--- config.mk ---
export PLATFORM = sky130hd
export DESIGN_NAME = cmp_trim_cal
export DESIGN_NICKNAME = d
export VERILOG_FILES = /design/src/rtl/cmp_cal_pkg.sv /design/src/rtl/trim_settle_timer.sv /design/src/rtl/trim_sweep_fsm.sv /design/src/rtl/trim_store.sv /design/src/rtl/cmp_trim_cal.sv
export SDC_FILE = /design/constraint.sdc
export NUM_CORES = 1
export LEC_CHECK = 0
export BUFFER_PORTS_ARGS = -buffer_cell sky130_fd_sc_hd__buf_2
export CAP_MARGIN = 15
export CORE_ASPECT_RATIO = 1.4
export CORE_UTILIZATION = 54
export DETAILED_ROUTE_END_ITERATION = 7
export PLACE_DENSITY = 0.87
export SLEW_MARGIN = 10
export SYNTH_ARGS = -nofsm -noshare
export SYNTH_HDL_FRONTEND = slang
export SYNTH_SLANG_ARGS = --single-unit
--- constraint.sdc ---
create_clock -name clk -period 2.42 [get_ports clk]
set_clock_uncertainty 0.05 [all_clocks]
set_input_delay 0 -clock clk [delete_from_list [all_inputs] [get_ports clk]]
set_output_delay 0 -clock clk [all_outputs]
set_load 0.05 [all_outputs]
--- src/rtl/cmp_cal_pkg.sv ---
package cmp_cal_pkg;

   typedef enum logic [0:0] {
      SWP_IDLE   = 1'b0,
      SWP_SETTLE = 1'b1
   } sweep_state_e;

   // index of the comparator whose own level is common mode
   function automatic int mid_index(input int num_cmp);
      return (num_cmp - 1) / 2;
   endfunction

endpackage

--- src/rtl/trim_settle_timer.sv ---
module trim_settle_timer #(
   parameter int CNT_W = 8
) (
   input  logic             clk,
   input  logic             rst_n,
   input  logic             arm_i,
   input  logic             reload_i,
   input  logic [CNT_W-1:0] period_i,
   output logic             expired_o
);

   logic [CNT_W-1:0] per_q;
   logic [CNT_W-1:0] cnt_q;

   always_ff @(posedge clk or negedge rst_n) begin
      if (!rst_n) begin
         per_q <= '0;
         cnt_q <= '0;
      end else if (arm_i) begin
         per_q <= period_i;
         cnt_q <= period_i;
      end else if (reload_i) begin
         cnt_q <= per_q;
      end else if (cnt_q != '0) begin
         cnt_q <= cnt_q - CNT_W'(1);
      end
   end

   assign expired_o = (cnt_q == '0);

endmodule

--- src/rtl/trim_sweep_fsm.sv ---
module trim_sweep_fsm
   import cmp_cal_pkg::*;
#(
   parameter int NUM_CMP    = 15,
   parameter int TRIM_STEPS = 17,
   parameter int IDX_W      = 4,
   parameter int TRIM_W     = 5
) (
   input  logic              clk,
   input  logic              rst_n,
   input  logic              start_i,
   input  logic              mode_i,
   input  logic              expired_i,
   input  logic              dec_i,
   output logic              arm_o,
   output logic              reload_o,
   output logic              clr_o,
   output logic              we_o,
   output logic              wsat_o,
   output logic [IDX_W-1:0]  idx_o,
   output logic [TRIM_W-1:0] code_o,
   output logic [IDX_W-1:0]  sel_o,
   output logic              busy_o,
   output logic              done_o
);

   localparam int TOP  = TRIM_STEPS - 1;
   localparam int LAST = NUM_CMP - 1;
   localparam int MID  = mid_index(NUM_CMP);

   sweep_state_e      state_q;
   logic [IDX_W-1:0]  idx_q;
   logic [TRIM_W-1:0] code_q;
   logic              mode_q;
   logic              ref_pol_q;
   logic              done_q;

   logic accept, sample, first_step, flip, at_top, finish, last_cmp;

   always_comb begin
      accept     = (state_q == SWP_IDLE) && start_i;
      sample     = (state_q == SWP_SETTLE) && expired_i;
      first_step = (code_q == '0);
      at_top     = (code_q == TRIM_W'(TOP));
      flip       = sample && !first_step && (dec_i != ref_pol_q);
      finish     = sample && !first_step && ((dec_i != ref_pol_q) || at_top);
      last_cmp   = (idx_q == IDX_W'(LAST));
   end

   assign arm_o    = accept;
   assign clr_o    = accept;
   assign reload_o = sample && !(finish && last_cmp);
   assign we_o     = finish;
   assign wsat_o   = !flip;

   always_ff @(posedge clk or negedge rst_n) begin
      if (!rst_n) begin
         state_q   <= SWP_IDLE;
         idx_q     <= '0;
         code_q    <= '0;
         mode_q    <= 1'b0;
         ref_pol_q <= 1'b0;
         done_q    <= 1'b0;
      end else begin
         case (state_q)
            SWP_IDLE: begin
               if (accept) begin
                  state_q <= SWP_SETTLE;
                  idx_q   <= '0;
                  code_q  <= '0;
                  mode_q  <= mode_i;
                  done_q  <= 1'b0;
               end
            end
            SWP_SETTLE: begin
               if (sample) begin
                  if (first_step) begin
                     ref_pol_q <= dec_i;
                     code_q    <= TRIM_W'(1);
                  end else if (finish) begin
                     code_q <= '0;
                     if (last_cmp) begin
                        state_q <= SWP_IDLE;
                        idx_q   <= '0;
                        done_q  <= 1'b1;
                     end else begin
                        idx_q <= idx_q + IDX_W'(1);
                     end
                  end else begin
                     code_q <= code_q + TRIM_W'(1);
                  end
               end
            end
            default: state_q <= SWP_IDLE;
         endcase
      end
   end

   assign idx_o  = idx_q;
   assign code_o = code_q;
   assign sel_o  = mode_q ? IDX_W'(MID) : idx_q;
   assign busy_o = (state_q == SWP_SETTLE);
   assign done_o = done_q;

endmodule

--- src/rtl/trim_store.sv ---
module trim_store #(
   parameter int NUM_CMP = 15,
   parameter int IDX_W   = 4,
   parameter int TRIM_W  = 5,
   parameter bit RD_REG  = 1'b0
) (
   input  logic               clk,
   input  logic               rst_n,
   input  logic               clr_i,
   input  logic               we_i,
   input  logic [IDX_W-1:0]   widx_i,
   input  logic [TRIM_W-1:0]  wcode_i,
   input  logic               wsat_i,
   input  logic [IDX_W-1:0]   rd_idx_i,
   output logic [TRIM_W-1:0]  rd_code_o,
   output logic               rd_sat_o,
   output logic [NUM_CMP-1:0] sat_o
);

   logic [NUM_CMP*TRIM_W-1:0] code_flat;
   logic [NUM_CMP-1:0]        sat_vec;

   for (genvar e = 0; e < NUM_CMP; e++) begin : g_ent
      logic [TRIM_W-1:0] c_q;
      logic              s_q;
      always_ff @(posedge clk or negedge rst_n) begin
         if (!rst_n) begin
            c_q <= '0;
            s_q <= 1'b0;
         end else if (clr_i) begin
            c_q <= '0;
            s_q <= 1'b0;
         end else if (we_i && (widx_i == IDX_W'(e))) begin
            c_q <= wcode_i;
            s_q <= wsat_i;
         end
      end
      assign code_flat[e*TRIM_W +: TRIM_W] = c_q;
      assign sat_vec[e] = s_q;
   end

   logic [TRIM_W-1:0] rd_code_c;
   logic              rd_sat_c;

   always_comb begin
      rd_code_c = '0;
      rd_sat_c  = 1'b0;
      for (int e = 0; e < NUM_CMP; e++) begin
         if (rd_idx_i == IDX_W'(e)) begin
            rd_code_c = code_flat[e*TRIM_W +: TRIM_W];
            rd_sat_c  = sat_vec[e];
         end
      end
   end

   if (RD_REG) begin : g_rd_reg
      logic [TRIM_W-1:0] rc_q;
      logic              rs_q;
      always_ff @(posedge clk or negedge rst_n) begin
         if (!rst_n) begin
            rc_q <= '0;
            rs_q <= 1'b0;
         end else begin
            rc_q <= rd_code_c;
            rs_q <= rd_sat_c;
         end
      end
      assign rd_code_o = rc_q;
      assign rd_sat_o  = rs_q;
   end else begin : g_rd_comb
      assign rd_code_o = rd_code_c;
      assign rd_sat_o  = rd_sat_c;
   end

   assign sat_o = sat_vec;

endmodule

--- src/rtl/cmp_trim_cal.sv ---
module cmp_trim_cal #(
   parameter int NUM_CMP    = 15,
   parameter int TRIM_STEPS = 17,
   parameter int SETTLE_W   = 8,
   parameter bit RD_REG     = 1'b0,
   localparam int IDX_W     = $clog2(NUM_CMP + 1),
   localparam int TRIM_W    = $clog2(TRIM_STEPS)
) (
   input  logic                clk,
   input  logic                rst_n,
   input  logic                start_i,
   input  logic                mode_i,
   input  logic [SETTLE_W-1:0] settle_i,
   input  logic                dec_i,
   output logic                busy_o,
   output logic                done_o,
   output logic [IDX_W-1:0]    cmp_idx_o,
   output logic [TRIM_W-1:0]   trim_code_o,
   output logic [IDX_W-1:0]    inject_sel_o,
   output logic [NUM_CMP-1:0]  sat_o,
   input  logic [IDX_W-1:0]    rd_idx_i,
   output logic [TRIM_W-1:0]   rd_code_o,
   output logic                rd_sat_o
);

   if ((NUM_CMP < 3) || ((NUM_CMP % 2) == 0)) begin : g_bad_num_cmp
      $error("NUM_CMP must be odd and at least 3");
   end
   if (TRIM_STEPS < 3) begin : g_bad_trim_steps
      $error("TRIM_STEPS must be at least 3");
   end
   if (SETTLE_W < 1) begin : g_bad_settle_w
      $error("SETTLE_W must be at least 1");
   end

   logic arm, reload, expired, clr, we, wsat;

   trim_settle_timer #(.CNT_W(SETTLE_W)) timer_i (
      .clk       (clk),
      .rst_n     (rst_n),
      .arm_i     (arm),
      .reload_i  (reload),
      .period_i  (settle_i),
      .expired_o (expired)
   );

   trim_sweep_fsm #(
      .NUM_CMP    (NUM_CMP),
      .TRIM_STEPS (TRIM_STEPS),
      .IDX_W      (IDX_W),
      .TRIM_W     (TRIM_W)
   ) fsm_i (
      .clk       (clk),
      .rst_n     (rst_n),
      .start_i   (start_i),
      .mode_i    (mode_i),
      .expired_i (expired),
      .dec_i     (dec_i),
      .arm_o     (arm),
      .reload_o  (reload),
      .clr_o     (clr),
      .we_o      (we),
      .wsat_o    (wsat),
      .idx_o     (cmp_idx_o),
      .code_o    (trim_code_o),
      .sel_o     (inject_sel_o),
      .busy_o    (busy_o),
      .done_o    (done_o)
   );

   trim_store #(
      .NUM_CMP (NUM_CMP),
      .IDX_W   (IDX_W),
      .TRIM_W  (TRIM_W),
      .RD_REG  (RD_REG)
   ) store_i (
      .clk       (clk),
      .rst_n     (rst_n),
      .clr_i     (clr),
      .we_i      (we),
      .widx_i    (cmp_idx_o),
      .wcode_i   (trim_code_o),
      .wsat_i    (wsat),
      .rd_idx_i  (rd_idx_i),
      .rd_code_o (rd_code_o),
      .rd_sat_o  (rd_sat_o),
      .sat_o     (sat_o)
   );

endmodule

# --- Word-level counts from Yosys, hierarchy flattened ---
# Cells that the tools add are included.
word_totals:
  register_bits: 119
  inputBits: 17
  out_inout_bits: 36
  elab_cells: 245
classes:
  addsub: 3
  eq_ne: 35
  n_mux: 117
  n_bitwise: 1
  reduce_logical: 51
ops:
  columns: ["operator", "count"]
  rows:
  - ["$mux 5", 49]
  - ["$eq 4x4->1 const B", 14]
  - ["$mux 1", 55]
  - ["$eq 4x3->1 const B", 8]
  - ["$reduce_bool 2->1", 15]
  - ["$mux 4", 6]
  - ["$mux 8", 3]
  - ["$logic_and 1x1->1", 21]
  - ["$eq 4x2->1 const B", 4]
  - ["$pmux 5 s2", 1]
  - ["$eq 4x1->1 const B", 2]
  - ["$logic_not 4->1", 2]
  - ["$logic_not 8->1", 1]
  - ["$ne 2x2->1 const B", 4]
  - ["$pmux 4 s2", 1]
  - ["$reduce_bool 8->1", 1]
  - ["$sub 8x1->8 const B", 1]
  - ["$add 5x1->5 const B", 1]
  - ["$eq 5x5->1 const B", 1]
  - ["$logic_not 5->1", 1]
  - ["$reduce_and 5->1", 1]
  - ["$add 4x1->4 const B", 1]
  - ["$pmux 1 s2", 2]
  - ["$reduce_and 2->1", 2]
  - ["other kinds (8)", 10]

# --- Logic depth before layout (Yosys ltp) ---
logic_depth:
  ltp_word: 16
  depth_mapped: 10
  depth_no_buf: 7

# --- By module ---
# A second synthesis with hierarchy kept.
unflattened:
  cells_unflattened: 671
  hier_area_um2: 6620.1
modules_own_cells:
  columns: ["mod", "n_inst", "cells_per_inst", "area_each_um2", "seq_area_each_um2"]
  rows:
  - ["trim_store", 1, 498, 4969.8, 2252.2]
  - ["trim_settle_timer", 1, 90, 868.3, 400.4]
  - ["trim_sweep_fsm", 1, 83, 782.0, 325.3]

# --- Worst setup path before layout ---
# No wires, ideal clock.
synth_path:
  path_type: "register -> register"
  start: "register fsm_i.code_q[1] (netlist: fsm_i.code_o[1])"
  end: "register store_i.g_ent[3].c_q[4]"
  setup_time_ns: 0.132
  t_arrival_ns: 2.474
  required_time_ns: 2.238
  slack_ns: -0.236
  path_stages_with_launch: 10
  path_buffers: 2
  period_less_slack_ns: 2.656
  path_cell_list: "dfrtp_1 > clkbuf_1 > inv_1 > ha_1 > or3b_1 > a21o_1 > clkbuf_1 > nor3_4 > mux2i_1 > nor2_1"
synth_between:
  elab_chain_cells: 6
  elab_cells_between_ends: 8
  classes_between: "1 x eq/ne; 7 x reduce/logical"
synth_rtl:
  columns: ["item", "line_no", "rtl"]
  rows:
  - ["start, declared", "trim_sweep_fsm.sv:33", "logic [TRIM_W-1:0] code_q;"]
  - ["start signal, assigned", "trim_sweep_fsm.sv:90", "code_q <= code_q + TRIM_W'(1);"]
  - ["$logic_not 5->1", "trim_sweep_fsm.sv:43", "first_step = (code_q == '0);"]
  - ["$logic_not 1->1", "trim_sweep_fsm.sv:46", "finish = sample && !first_step && ((dec_i != ref_pol_q) || at_top);"]
  - ["$logic_and 1x1->1", "trim_sweep_fsm.sv:46", null]
  - ["$logic_and 1x1->1 *", "trim_sweep_fsm.sv:46", null]
  - ["$logic_and 1x1->1 *", "trim_store.sv:33", "end else if (we_i && (widx_i == IDX_W'(e))) begin"]
  - ["$reduce_bool 2->1 (no source line) *", null, null]
  - ["end signal, assigned", "trim_store.sv:34", "c_q <= wcode_i;"]
  - ["end, declared", "trim_store.sv:24", "logic [TRIM_W-1:0] c_q;"]
# Mark *: on every way between the ends. The rest lies on a longest branch, timed or not.
# A chain may end at the register's enable or synchronous reset.

# --- Final worst setup path ---
layout_path:
  start: "register timer_i.cnt_q[1]"
  end: "register store_i.g_ent[0].c_q[0]"
layout_between:
  elab_chain_cells: 6
layout_rtl:
  columns: ["item", "line_no", "rtl"]
  rows:
  - ["start, declared", "trim_settle_timer.sv:13", "logic [CNT_W-1:0] cnt_q;"]
  - ["start signal, assigned", "trim_settle_timer.sv:21", "cnt_q <= period_i;"]
  - ["start signal, assigned", "trim_settle_timer.sv:23", "cnt_q <= per_q;"]
  - ["start signal, assigned", "trim_settle_timer.sv:25", "cnt_q <= cnt_q - CNT_W'(1);"]
  - ["$logic_not 8->1", "trim_settle_timer.sv:29", "assign expired_o = (cnt_q == '0);"]
  - ["$logic_and 1x1->1", "trim_sweep_fsm.sv:42", "sample = (state_q == SWP_SETTLE) && expired_i;"]
  - ["$logic_and 1x1->1 (2 in a row)", "trim_sweep_fsm.sv:46", null]
  - ["$logic_and 1x1->1", "trim_store.sv:33", null]
  - ["$reduce_bool 2->1 (no source line)", null, null]
  - ["end signal, assigned", "trim_store.sv:34", null]
  - ["end, declared", "trim_store.sv:24", null]
# Every way passes these cells.

==> out/metrics.csv <==
metric,value,unit
cp-end-kind,flip-flop,
start_util,56.2,%
seq_area,0.00298,mm2
tightest_slew,0.766,ns
n_antenna_cell,0,
drive_above_1_share,23.1,%
grt_first_pass_wirelength,29000,um
grt_setup_unrepaired,yes,
power_density,788,mW/mm2
yosysTopAreaCellShare,48.2,%
pin_count,53,
syn_nets,658,
instances_no_fill,864,
clockBufferDepth,2,
ant_nets,0,
cts_tree,yes,
hold_viol_final,0,
ys.flop_type,dfrtp_1,
crit_type,flip-flop to flip-flop,
cp.required,2.65,ns
cp_max_fo,6,
avgSynthCellArea,9.68,um2
n_fill_cell,759,
die_y,129,um
first_pass_iters,6,
grt_remaining_overflow,0,
place_inst,800,
drt-initial-drc-count,628,
globalRouteTotalUtil,32.3,%
drc,0,
areaGrowthSynthToFinish,22.6,%
postSynthCellCount,638,
hold_class,primary input to async pin,
path_clk_slew,0.05,ns
cts_made_buffers,17,
port_buffers,52,
worstPathArrival,2.67,ns
async_reset_ff_share,100,%
synth_edf_count,0,
fp.dieArea,0.0119,mm2
p_leak,3.67,nW
p_clk_share,44.0,%
finalMaxSlewViolations,0,
route.vias.total,5646,
hpwl,11100,um
status,"complete, but fails checks",
insertion_delay,0.41,ns
startpoint_type,flip-flop,
synth_warnings,0,
viasPerCell,6.53,
clockRootBuffer,clkbuf_16,
gp_congestion,0.881,
std_cell_rows,45,
nNetsFinal,730,
ys_ff_latch,119,
first_global_vias,5643,
failed_checks,setup timing,
hold_ws,0.146,ns
synth_area,0.00617,mm2
setup_viol,1,
seq_area_frac_synth,48.2,%
maxSlewHeadroom,49.0,%
p_sw,1.69,mW
synth_top_area_cell,dfrtp_1,
synth_area_leaders,"dfrtp_1, mux2i_1, o21ai_0, nand3_1, nand2_1",
final.setup.worst_slack,-0.0210,ns
internal_power,4.28,mW
ir_drop,698,uV
grt_max_degree,74,
power_frac_seq,38.0,%
routed_wl,18300,um
ys_types,55,
switching_share,28.3,%
antenna_found_initial,0,
fin_crit_sh,101,%
multi_input_area,0.00290,mm2
fmax,410,MHz
cts_max_level,4,
finalCriticalPeriod,2.44,ns
route.detailed.wl_per_inst,21.1,um
chipWidth,92.4,um
coreArea,0.0110,mm2
cts.sinks,119,
max_cap_violations,0,
p_comb_share,18.1,%
[worst max-delay path, stage by stage (launching register included)]
cell	delay, ns
dfrtp_1	0.41
inv_1	0.07
ha_1	0.19
or3b_4	0.43
or3_4	0.41
nor3_4	0.25
buf_12	0.16
mux2i_1	0.23
nor2_1	0.09
[worst paths after layout]
kind	from	end	slack [ns]	cells past startpoint
worst min-delay path	rst_n	timer_i.per_q[5]$_DFFE_PN0P_	0.15	3
worst max register to register	timer_i.cnt_q[1]$_DFFE_PN0P_	store_i.g_ent[0].c_q[0]$_DFFE_PN0P_	-0.02	8
worst min register to register	timer_i.per_q[2]$_DFFE_PN0P_	timer_i.per_q[2]$_DFFE_PN0P_	0.43	2
worst max-delay path	timer_i.cnt_q[1]$_DFFE_PN0P_	store_i.g_ent[0].c_q[0]$_DFFE_PN0P_	-0.02	8
min in group clk	settle_i[6]	timer_i.per_q[6]$_DFFE_PN0P_	0.30	4
max in group asynchronous	rst_n	fsm_i.mode_q$_DFFE_PN0P_	1.14	3
[power by group through the flow]
stage	sequential [mW]	combinational (mW)	clock [mW]
2_1_floorplan	2.29	0.655	0
3_3_place_gp	2.27	0.899	0
3_5_place_dp	2.29	0.931	0
4_1_cts	2.26	0.971	2.63
5_1_grt	2.28	1.16	2.72
6_report	2.27	1.08	2.62
[registers in the layout (all words and copies together), names as in the netlist]
name / count
store_i.g_ent.s_q: 15
fsm_i.ref_pol_q: 1
fsm_i.idx_o: 4
timer_i.cnt_q: 8
timer_i.per_q: 8
fsm_i.code_o: 5
fsm_i.done_o: 1
fsm_i.busy_o: 1
fsm_i.mode_q: 1
store_i.g_ent.c_q: 75
[through the flow]
step	instance area (um2)	setup TNS, ns	power, mW	setup slack [ns]	utilization (%)
floorplan	6200	0	2.95	0.0101	-
global placement	6610	0	3.17	0.0557	60.2
detailed placement	6610	-0.661	3.22	-0.0648	60.2
CTS	7470	0	5.86	0.0198	68.0
global route	7570	-0.270	6.15	-0.0728	68.9
finish	7570	-0.0210	5.97	-0.0210	68.9
[logic make-up (layout without fill, tap and decap cells)]
logic type / after synthesis / after routing / synth area share (%)
DFF: 119 / 119 / 48.2
and+or+nand+nor: 231 / 232 / 18.5
xor gates and xnor gates: 6 / 6 / 0.851
buffers and inverters: 75 / 159 / 5.71
AOI/OAI and AO/OA: 134 / 134 / 13.2
adders and majority gates: 3 / 3 / 0.608
muxes: 70 / 70 / 12.9
[metal layers]
layer | wire (um) | vias up | track usage (%)
li1 | - | 2405 | -
met1 | 6460 | 2725 | 37.2
met2 | 9050 | 409 | 53.5
met3 | 1560 | 107 | 7.57
met4 | 1200 | 0 | 21.5
met5 | 0 | - | 0
[cell type report]
| cell class | count | share of cell area [%] |
|---|---|---|
| clock buffer | 24 | 6.63 |
| multi-input combinational | 445 | 38.3 |
| tap | 141 | 2.33 |
| sequential | 119 | 39.4 |
| inverter | 12 | 0.595 |
| clock inverter | 8 | 1.55 |
| timing repair buffer | 115 | 11.2 |
[what timing repair did]
item | CTS | global route
setup endpoints to repair | 27 | 44
buffers inserted | 6 | 10
resized for setup | 1 | 6
endpoints found under the hold margin | 138 | 0
pin swaps | 5 | 4
hold buffers | 15 | 0
cloned | 0 | 1
[Yosys cell counts, types with 7 or more instances]
cell type,number
a211oi_1,8
a21oi_1,22
buf_1,8
buf_4,15
clkbuf_1,33
dfrtp_1,119
inv_1,12
mux2i_1,57
mux4_2,7
nand2_1,63
nand3_1,48
nand4_1,12
nor2_1,56
nor2b_1,11
nor3_1,11
o21ai_0,55
o22ai_1,8
[placed cells by master (no fill, tap or decap), types with 15 or more instances in the layout]
| cell type | n |
|---|---|
| nand3_1 | 47 |
| mux2i_1 | 56 |
| buf_2 | 51 |
| o21ai_0 | 55 |
| a21oi_1 | 21 |
| buf_4 | 43 |
| dfrtp_1 | 118 |
| nor2_1 | 56 |
| dlygate4sd3_1 | 15 |
| nand2_1 | 63 |
| clkbuf_16 | 17 |
Note: power is estimated with default switching activity, not from simulation.
